File: src/rtl/can_rxq_pkg.sv
package can_rxq_pkg;
    localparam int REC_MAX  = 13;
    localparam int LEN_W    = 4;
    localparam int ID_W     = 29;
    localparam int PAY_MAX  = 8;

    typedef logic [7:0] byte_t;
    typedef logic [REC_MAX-1:0][7:0] rec_bytes_t;

    typedef struct packed {
        logic             ext;
        logic             rtr;
        logic [3:0]       dlc;
        logic [ID_W-1:0]  id;
        logic [63:0]      data;
    } can_frame_t;

    function automatic logic [LEN_W-1:0] payload_len(logic rtr, logic [3:0] dlc);
        if (rtr)               return '0;
        else if (dlc > 4'd8)   return 4'd8;
        else                   return dlc;
    endfunction

    function automatic logic [LEN_W-1:0] rec_len(logic ext, logic rtr, logic [3:0] dlc);
        return 4'd3 + (ext ? 4'd2 : 4'd0) + payload_len(rtr, dlc);
    endfunction

    function automatic logic [LEN_W-1:0] hdr_len(byte_t h);
        return rec_len(h[7], h[6], h[3:0]);
    endfunction
endpackage

File: src/rtl/can_rxq_packer.sv
module can_rxq_packer
    import can_rxq_pkg::*;
(
    input  can_frame_t              frm,
    output rec_bytes_t              rec,
    output logic [LEN_W-1:0]        len
);
    logic [LEN_W-1:0] npay;

    always_comb begin
        npay   = payload_len(frm.rtr, frm.dlc);
        len    = rec_len(frm.ext, frm.rtr, frm.dlc);
        rec    = '0;
        rec[0] = {frm.ext, frm.rtr, 2'b00, frm.dlc};
        if (frm.ext) begin
            rec[1] = frm.id[28:21];
            rec[2] = frm.id[20:13];
            rec[3] = frm.id[12:5];
            rec[4] = {frm.id[4:0], 3'b000};
            for (int i = 0; i < PAY_MAX; i++)
                if (i < int'(npay)) rec[5+i] = frm.data[8*i +: 8];
        end else begin
            rec[1] = frm.id[10:3];
            rec[2] = {frm.id[2:0], 5'b00000};
            for (int i = 0; i < PAY_MAX; i++)
                if (i < int'(npay)) rec[3+i] = frm.data[8*i +: 8];
        end
    end
endmodule

File: src/rtl/can_rxq_ram.sv
module can_rxq_ram
    import can_rxq_pkg::*;
#(
    parameter int DEPTH = 64,
    localparam int PTR_W = $clog2(DEPTH)
) (
    input  logic             clk,
    input  logic             rst,
    input  logic             we,
    input  logic [PTR_W-1:0] waddr,
    input  byte_t            wdata,
    input  logic [PTR_W-1:0] raddr_a,
    input  logic [PTR_W-1:0] raddr_b,
    output byte_t            rdata_a,
    output byte_t            rdata_b
);
    byte_t mem [DEPTH];

    always_ff @(posedge clk) begin
        if (rst)     mem <= '{default: '0};
        else if (we) mem[waddr] <= wdata;
    end

    assign rdata_a = mem[raddr_a];
    assign rdata_b = mem[raddr_b];
endmodule

File: src/rtl/can_rx_record_fifo.sv
module can_rx_record_fifo
    import can_rxq_pkg::*;
#(
    parameter int DEPTH = 64,
    parameter int WIN   = REC_MAX,
    localparam int PTR_W = $clog2(DEPTH),
    localparam int CNT_W = $clog2(DEPTH + 1),
    localparam int OFF_W = $clog2(WIN)
) (
    input  logic             clk,
    input  logic             rst,
    input  logic             reset_mode,
    input  logic             soft_clear,
    input  logic             wr_valid,
    input  logic             wr_ext,
    input  logic             wr_rtr,
    input  logic [3:0]       wr_dlc,
    input  logic [28:0]      wr_id,
    input  logic [63:0]      wr_data,
    input  logic             release_req,
    input  logic             clr_overrun,
    input  logic [OFF_W-1:0] rd_offset,
    output logic [7:0]       rd_byte,
    output logic             busy,
    output logic             has_data,
    output logic             overrun,
    output logic [CNT_W-1:0] msg_count,
    output logic [CNT_W-1:0] byte_count
);
    // store side state
    logic             busy_q;
    rec_bytes_t       rec_q;
    logic [LEN_W-1:0] len_q;
    logic [LEN_W-1:0] idx_q;
    logic [PTR_W-1:0] wptr_q;
    // queue state
    logic [PTR_W-1:0] start_q;
    logic [CNT_W-1:0] msg_q;
    logic [CNT_W-1:0] byte_q;
    logic             has_q;
    logic             ovf_q;
    logic             rm_q;

    can_frame_t       frm_in;
    rec_bytes_t       new_rec;
    logic [LEN_W-1:0] new_len;
    logic [CNT_W:0]   need;
    logic             clear_evt, accept, store_ok, ovf_evt;
    logic             we, last, rel_ok;
    byte_t            hdr_byte, win_byte;
    logic [LEN_W-1:0] rel_len;
    logic [CNT_W-1:0] msg_nxt, byte_nxt;

    assign frm_in = '{ext: wr_ext, rtr: wr_rtr, dlc: wr_dlc, id: wr_id, data: wr_data};

    can_rxq_packer u_pack (
        .frm (frm_in),
        .rec (new_rec),
        .len (new_len)
    );

    assign clear_evt = soft_clear | (rm_q & ~reset_mode);
    assign need      = (CNT_W+1)'(byte_q) + (CNT_W+1)'(new_len);
    assign accept    = wr_valid & ~reset_mode & ~busy_q & ~clear_evt;
    assign store_ok  = accept & (need <= (CNT_W+1)'(DEPTH));
    assign ovf_evt   = accept & ~(need <= (CNT_W+1)'(DEPTH));
    assign we        = busy_q & ~clear_evt;
    assign last      = we & (idx_q == len_q - 1'b1);
    assign rel_ok    = release_req & (msg_q != '0) & ~clear_evt;
    assign rel_len   = hdr_len(hdr_byte);

    can_rxq_ram #(.DEPTH(DEPTH)) u_ram (
        .clk     (clk),
        .rst     (rst),
        .we      (we),
        .waddr   (wptr_q),
        .wdata   (rec_q[idx_q]),
        .raddr_a (start_q + PTR_W'(rd_offset)),
        .raddr_b (start_q),
        .rdata_a (win_byte),
        .rdata_b (hdr_byte)
    );

    always_comb begin
        msg_nxt  = msg_q + (last ? CNT_W'(1) : '0) - (rel_ok ? CNT_W'(1) : '0);
        byte_nxt = byte_q + (last ? CNT_W'(len_q) : '0) - (rel_ok ? CNT_W'(rel_len) : '0);
    end

    always_ff @(posedge clk) begin
        if (rst) begin
            busy_q  <= 1'b0;
            rec_q   <= '0;
            len_q   <= '0;
            idx_q   <= '0;
            wptr_q  <= '0;
            start_q <= '0;
            msg_q   <= '0;
            byte_q  <= '0;
            has_q   <= 1'b0;
            ovf_q   <= 1'b0;
            rm_q    <= 1'b0;
        end else begin
            rm_q <= reset_mode;
            if (clear_evt) begin
                busy_q  <= 1'b0;
                idx_q   <= '0;
                wptr_q  <= '0;
                start_q <= '0;
                msg_q   <= '0;
                byte_q  <= '0;
                has_q   <= 1'b0;
                if (soft_clear) ovf_q <= 1'b0;
                else if (clr_overrun) ovf_q <= 1'b0;
            end else begin
                if (store_ok) begin
                    busy_q <= 1'b1;
                    rec_q  <= new_rec;
                    len_q  <= new_len;
                    idx_q  <= '0;
                end else if (last) begin
                    busy_q <= 1'b0;
                end
                if (we) begin
                    wptr_q <= wptr_q + 1'b1;
                    idx_q  <= idx_q + 1'b1;
                end
                if (rel_ok) start_q <= start_q + PTR_W'(rel_len);
                msg_q  <= msg_nxt;
                byte_q <= byte_nxt;
                has_q  <= (msg_nxt != '0);
                if (ovf_evt)          ovf_q <= 1'b1;
                else if (clr_overrun) ovf_q <= 1'b0;
            end
        end
    end

    assign rd_byte    = win_byte;
    assign busy       = busy_q;
    assign has_data   = has_q;
    assign overrun    = ovf_q;
    assign msg_count  = msg_q;
    assign byte_count = byte_q;

    // store index never runs past the record being written
    assert_idx_in_rec_R4: assert property (@(posedge clk) disable iff (rst)
        busy_q |-> (idx_q < len_q))
        else $error("store index past record length");

    // committed bytes never exceed the store
    assert_no_overflow_R5: assert property (@(posedge clk) disable iff (rst)
        byte_q <= CNT_W'(DEPTH))
        else $error("byte count exceeds depth");

    // overrun only rises after a frame was offered
    assert_ovf_cause_R5: assert property (@(posedge clk) disable iff (rst)
        $rose(ovf_q) |-> $past(wr_valid))
        else $error("overrun without offered frame");

    // release on an empty queue leaves the start pointer alone
    assert_empty_release_R6: assert property (@(posedge clk) disable iff (rst)
        (release_req && msg_q == '0 && !clear_evt) |=> $stable(start_q))
        else $error("empty release moved start");

    // no records means no bytes held
    assert_empty_bytes_R7: assert property (@(posedge clk) disable iff (rst)
        (msg_q == '0) |-> (byte_q == '0))
        else $error("bytes held with zero records");

    // reset mode refuses reception
    assert_refuse_R9: assert property (@(posedge clk) disable iff (rst)
        (reset_mode && !busy_q) |=> !busy_q)
        else $error("store started in reset mode");
endmodule

File: config.mk
export PLATFORM = sky130hd
export DESIGN_NAME = can_rx_record_fifo
export DESIGN_NICKNAME = d
export VERILOG_FILES = /design/src/rtl/can_rxq_pkg.sv /design/src/rtl/can_rxq_packer.sv /design/src/rtl/can_rxq_ram.sv /design/src/rtl/can_rx_record_fifo.sv
export SDC_FILE = /design/constraint.sdc
export NUM_CORES = 2
export LEC_CHECK = 0
export ABC_AREA = 1
export CAP_MARGIN = 20
export CORE_ASPECT_RATIO = 1.4
export CORE_MARGIN = 4
export CORE_UTILIZATION = 45
export CTS_BUF_LIST = sky130_fd_sc_hd__clkbuf_16
export DETAILED_ROUTE_END_ITERATION = 10
export GPL_TIMING_DRIVEN = 0
export HOLD_SLACK_MARGIN = 0.02
export SYNTH_ARGS = -nofsm -noshare
export SYNTH_HDL_FRONTEND = slang
export SYNTH_HIERARCHICAL = 1
export SYNTH_SLANG_ARGS = --single-unit
File: constraint.sdc
create_clock -name clk -period 4.1 [get_ports clk]
set_input_delay 1.23 -clock clk [delete_from_list [all_inputs] [get_ports clk]]
set_output_delay 1.23 -clock clk [all_outputs]
set_load 0.01 [all_outputs]
# Word level (Yosys, flattened, before mapping)
# Cells that the tools add are included.
[word_totals] reg_bits=652 input_bits=110 output_inout_bits=25 elab_cells=182
[classes] addsub=14 n_lt_le_gt_ge=16 n_eq_ne=1 muxes=39 bitwise_logic=18 n_reduce_logical=7
[ops] cell="512-bit bitwise mux" count=1
[ops] cell="8-bit 2-to-1 mux" count=14
[ops] cell="8-bit binary-select mux with 6-bit select" count=2
[ops] cell="80-bit 2-to-1 mux" count=1
[ops] cell="8-bit demux with 6-bit select" count=1
[ops] cell="8-bit binary-select mux with 4-bit select" count=1
[ops] cell="4-bit 2-to-1 mux" count=8
[ops] cell="7-bit >= comparator (second input constant)" count=3
[ops] cell="6-bit inverter with 7-bit output" count=3
[ops] cell="3-bit by 4-bit less-than comparator with 1-bit output (first input constant)" count=4
[ops] cell="16-bit 2-to-1 mux" count=1
[ops] cell="7-bit nonzero test" count=2
[ops] cell="6-bit by 4-bit adder with 6-bit output" count=2
[ops] cell="1-bit AND" count=10
[ops] cell="7-bit by 4-bit adder with 8-bit output" count=1
[ops] cell="4-bit greater-than comparator (second input constant)" count=2
[ops] cell="8-bit by 7-bit less-or-equal comparator with 1-bit output (second input constant)" count=1
[ops] cell="1-bit by 4-bit less-than comparator with 1-bit output (first input constant)" count=2
[ops] cell="2-bit by 4-bit less-than comparator with 1-bit output (first input constant)" count=2
[ops] cell="1-bit 2-to-1 mux" count=8
[ops] cell="7-bit by 1-bit adder with 7-bit output" count=1
[ops] cell="7-bit by 4-bit adder with 7-bit output" count=1
[ops] cell="7-bit by 1-bit less-than comparator with 1-bit output (second input constant)" count=1
[ops] cell="7-bit by 1-bit subtractor with 7-bit output" count=1
[ops] cell="17 further kinds" count=22

# Depth between registers and ports, before layout
[depth] word_depth=10 depth_mapped=32 mapped_depth_nobuf=29

# By module
# The synthesis kept the hierarchy.
[by_module_without_submodules] module="can_rxq_ram" instances=1 cells_each=4728 area_per_inst_um2=28630.0 seq_area_each_um2=10249.8
[by_module_without_submodules] module="can_rx_record_fifo" instances=1 cells_each=1099 area_per_inst_um2=7589.8 seq_area_each_um2=2842.7
[by_module_without_submodules] module="can_rxq_packer" instances=1 cells_each=323 area_per_inst_um2=1536.5 seq_area_each_um2=0.0

# Worst setup path after synthesis
# Ideal clock, no wire load.
[synth_path] path_kind="input -> register" start="input wr_ext" end="register rec_q[10] (netlist name)" setup_time_ns=0.113 arrival_ns=4.187 setup_slack_ns=-0.200 stages=23 path_buffers=5 path_cell_list="buf_2 -> inv_1 -> buf_2 -> buf_2 -> ha_1 -> inv_1 -> ha_1 -> inv_1 -> fa_1 -> xnor2_1 -> ha_1 -> a21oi_1 -> nand2_1 -> nand2_1 -> nand2_1 -> nor2_1 -> nand2_1 -> nand2_2 -> nand3_4 -> buf_6 -> buf_2 -> nor2_1 -> nor2_1"
[synth_via] elab_chain_len=7
[synth_rtl] element="from (decl)" line="can_rx_record_fifo.sv:15" source="input logic wr_ext,"
[synth_rtl] element="2-bit 2-to-1 mux" line="can_rxq_pkg.sv:25" source="return 4'd3 + (ext ? 4'd2 : 4'd0) + payload_len(rtr, dlc);"
[synth_rtl] element="2-bit by 4-bit adder with 4-bit output" line="can_rxq_pkg.sv:25"
[synth_rtl] element="4-bit adder" line="can_rxq_pkg.sv:25"
[synth_rtl] element="net new_len[3]" line="can_rx_record_fifo.sv:46" source="logic [LEN_W-1:0] new_len;"
[synth_rtl] element="7-bit by 4-bit adder with 8-bit output" line="can_rx_record_fifo.sv:63" source="assign need = (CNT_W+1)'(byte_q) + (CNT_W+1)'(new_len);"
[synth_rtl] element="8-bit by 7-bit less-or-equal comparator with 1-bit output" line="can_rx_record_fifo.sv:65" source="assign store_ok = accept & (need <= (CNT_W+1)'(DEPTH));"
[synth_rtl] element="1-bit AND" line="can_rx_record_fifo.sv:65"
[synth_rtl] element="2-bit AND reduction (no source line)"
[synth_rtl] element="to (signal assigned)" line="can_rx_record_fifo.sv:117" source="rec_q <= new_rec;"
[synth_rtl] element="to (decl)" line="can_rx_record_fifo.sv:32" source="rec_bytes_t rec_q;"
# The timed path passes the listed nets, and every way through them passes these cells.
# A chain may end at the register's enable or synchronous reset.

# Worst setup path after layout
[layout_path] start="register start_q[0]" end="register byte_q[6], in the netlist byte_count[6]"
[layout_rtl] element="from (decl)" line="can_rx_record_fifo.sv:37" source="logic [PTR_W-1:0] start_q;"
[layout_rtl] element="from (signal assigned)" line="can_rx_record_fifo.sv:127" source="if (rel_ok) start_q <= start_q + PTR_W'(rel_len);"
[layout_rtl] element="6-bit inverter with 7-bit output (implied by the code)" line="can_rxq_ram.sv:25" source="assign rdata_b = mem[raddr_b];"
[layout_rtl] element="8-bit binary-select mux with 6-bit select" line="can_rxq_ram.sv:25"
[layout_rtl] element="8-bit 2-to-1 mux (implied by the code) (2 in series)" line="can_rxq_ram.sv:25"
[layout_rtl] element="net hdr_byte[7]" line="can_rx_record_fifo.sv:50" source="byte_t hdr_byte, win_byte;"
[layout_rtl] element="2-bit 2-to-1 mux" line="can_rxq_pkg.sv:25"
[layout_rtl] element="2-bit by 2-bit adder with 3-bit output" line="can_rxq_pkg.sv:25"
[layout_rtl] element="3-bit by 4-bit adder with 4-bit output" line="can_rxq_pkg.sv:25"
[layout_rtl] element="4-bit 2-to-1 mux" line="can_rx_record_fifo.sv:86" source="byte_nxt = byte_q + (last ? CNT_W'(len_q) : '0) - (rel_ok ? CNT_W'(rel_len) : '0);"
[layout_rtl] element="7-bit by 4-bit subtractor with 7-bit output" line="can_rx_record_fifo.sv:86"
[layout_rtl] element="to (signal assigned)" line="can_rx_record_fifo.sv:129" source="byte_q <= byte_nxt;"
[layout_rtl] element="to (decl)" line="can_rx_record_fifo.sv:39" source="logic [CNT_W-1:0] byte_q;"
# The timed path passes the listed nets, and every way through them passes these cells. The select of a mux whose other input is x is not followed.

==> qor.yml <==
worstPathMaxFanout: 8
path_clk_slew_ns: 0.06
hold_class: "reg -> reg"
nNetsFinal: 6324
clockBufferDepth: 3
place_inst: 7083
internal_power_mw: 12.25
wl_um: 204700
cp.required_ns: 4.66
io_pins: 135
vias_per_cell: 5.942
first_pass_iters: 9
layout_min_cycle_time_ns: 4.870
crit_path_max_incr_delay_ns: 0.45
fp.dieW_um: 249.1
combPwrFrac_pct: 31.0
syn_to_final_growth_pct: 26.16
finClkSkew_ns: 0.03151
rsz0062_at_grt: "yes"
slew_headroom_pct: 13.64
grt_max_degree: 15
pwr-share-seq_pct: 34.2
drv_slew: 0
setup_slack_ns: -0.7702
timing.final.hold_violations: 0
overflow: 0
grt_pass1_vias: 40746
clock_sink_count: 654
gp_congestion: 1.089
die_y_um: 345.5
syn_inst: 5880
via_count: 43314
crit_top_cell: "inv_2"
worstSetupPathType: "reg -> reg"
start_util_pct: 45.48
avgSynthCellArea_um2: 6.226
num_rows: 123
post-route-period-util_pct: 118.8
clk_latency_ns: 0.65
route.detailed.drc: 0
violations: "setup timing"
cts-root-buf: "clkbuf_16"
fp.coreArea_um2: 80490
switchingPower_mw: 6.876
finalNonFillerCells: 7290
dp_hpwl_um: 152300
yosys_warnings: 6
dieArea_um2: 86040
htreeDepth: 3
drtIter0Drc: 5480
grt_first_pass_wirelength_um: 286200
endpoint_kind: "register"
drtAntennaViolNets: 0
worstSetupStartpointType: "register"
fmax_mhz: 205.3
power_leakage_nw: 17.80
final_cell_mix: "nand2_1, dfxtp_1, nand3_1, a21oi_1, nor2_1"
irDropWorstVdd_uv: 426.0
grtUsageTotal_pct: 45.38
clkPwrFrac_pct: 34.8
worstPathArrival_ns: 5.43
cts_tree: "yes"
nFillCells: 7940
syn_area_um2: 36610
whs_ns: 0.4571
worst_slew_pin_slew_ns: 1.295
antenna_found_initial: 5
p_sw_share_pct: 35.94
cts_buffers: 72
layout_commonest_cell: "nand2_1"
status: "finished, violations left"
drv_cap: 0
power_density_nw_per_um2: 414.2
cp_slowest_cell: "fa_1"
io_buffers: 132
wl_per_cell_um: 28.07
setup_violations: 19
drive_gt1_share_pct: 16.69
## registers in the layout, indices dropped and copies added, names as in the netlist, 4 cells and up
name        flops
wptr_q          6
rec_q         104
idx_q           4
u_ram/mem     512
byte_count      7
msg_count       7
start_q         6
len_q           4
## path summary, 6_finish.rpt
check                           cells past startpoint        from       endpoint  slack, ns
worst min register to register                      2   rec_q[36]      rec_q[36]       0.46
worst min-delay path                                2   rec_q[36]      rec_q[36]       0.46
worst max register to register                     30  start_q[0]  byte_count[6]      -0.77
worst max-delay path                               30  start_q[0]  byte_count[6]      -0.77
## metrics by stage
stage	TNS, ns	worst slack, ns	total power [mW]	instance area, um^2	util [%]
global route	-8.660	-0.8604	19.59	46170	57.36
global placement	-262.37	-2.410	10.98	39510	49.09
finish	-7.998	-0.7702	19.13	46180	57.38
floorplan	0	0.002056	8.997	36860	-
detailed placement	-249.57	-2.396	11.00	39640	49.25
CTS	-7.764	-0.8508	18.52	45070	56.00
## final cells by class
cell class / instances / area [um^2] / share of cell area [%]
clock inverter: 56 / 506.7 / 1.097
clock buffer: 72 / 1802 / 3.901
buffer: 431 / 3382 / 7.323
antenna: 7 / 17.52 / 0.03793
multi-input combinational: 4538 / 22660 / 49.06
tap: 1062 / 1329 / 2.877
sequential: 654 / 13100 / 28.37
timing repair buffer: 218 / 2367 / 5.126
inverter: 252 / 1022 / 2.213
## repair_timing
item | in CTS | in global routing
setup buffers | 46 | 25
setup endpoints to repair | 320 | 276
gates resized for setup | 696 | 259
gates cloned | 10 | 1
hold buffers | 0 | 0
pin swaps | 67 | 83
## worst max-delay path: cells and delay by family (launching register included)
kind / cells / cell delay (ns)
DFF: 1 / 0.36
and+or+nand+nor: 12 / 1.31
adders and majority gates: 5 / 1.58
buffers and inverters: 9 / 1.03
AOI/OAI and AO/OA: 4 / 0.48
## per-layer routing
| layer | vias to the layer above | global-route usage (%) | share of wire, % | wire [um] |
|---|---|---|---|---|
| met5 | - | 0 | 0 | 0 |
| met4 | 0 | 48.30 | 14 | 27870 |
| met3 | 1052 | 11.02 | 9.6 | 19590 |
| met2 | 2816 | 73.28 | 45 | 92250 |
| met1 | 19824 | 46.14 | 32 | 64940 |
| li1 | 19622 | - | - | - |
## power by group through the flow
stage | clock [mW] | sequential, mW | combinational [mW]
2_1_floorplan | 0 | 6.66 | 2.34
3_3_place_gp | 0 | 6.67 | 4.31
3_5_place_dp | 0 | 6.67 | 4.32
4_1_cts | 6.69 | 6.53 | 5.29
5_1_grt | 6.95 | 6.54 | 6.09
6_report | 6.67 | 6.53 | 5.93
No activity file was read; power rests on OpenSTA's default activity.
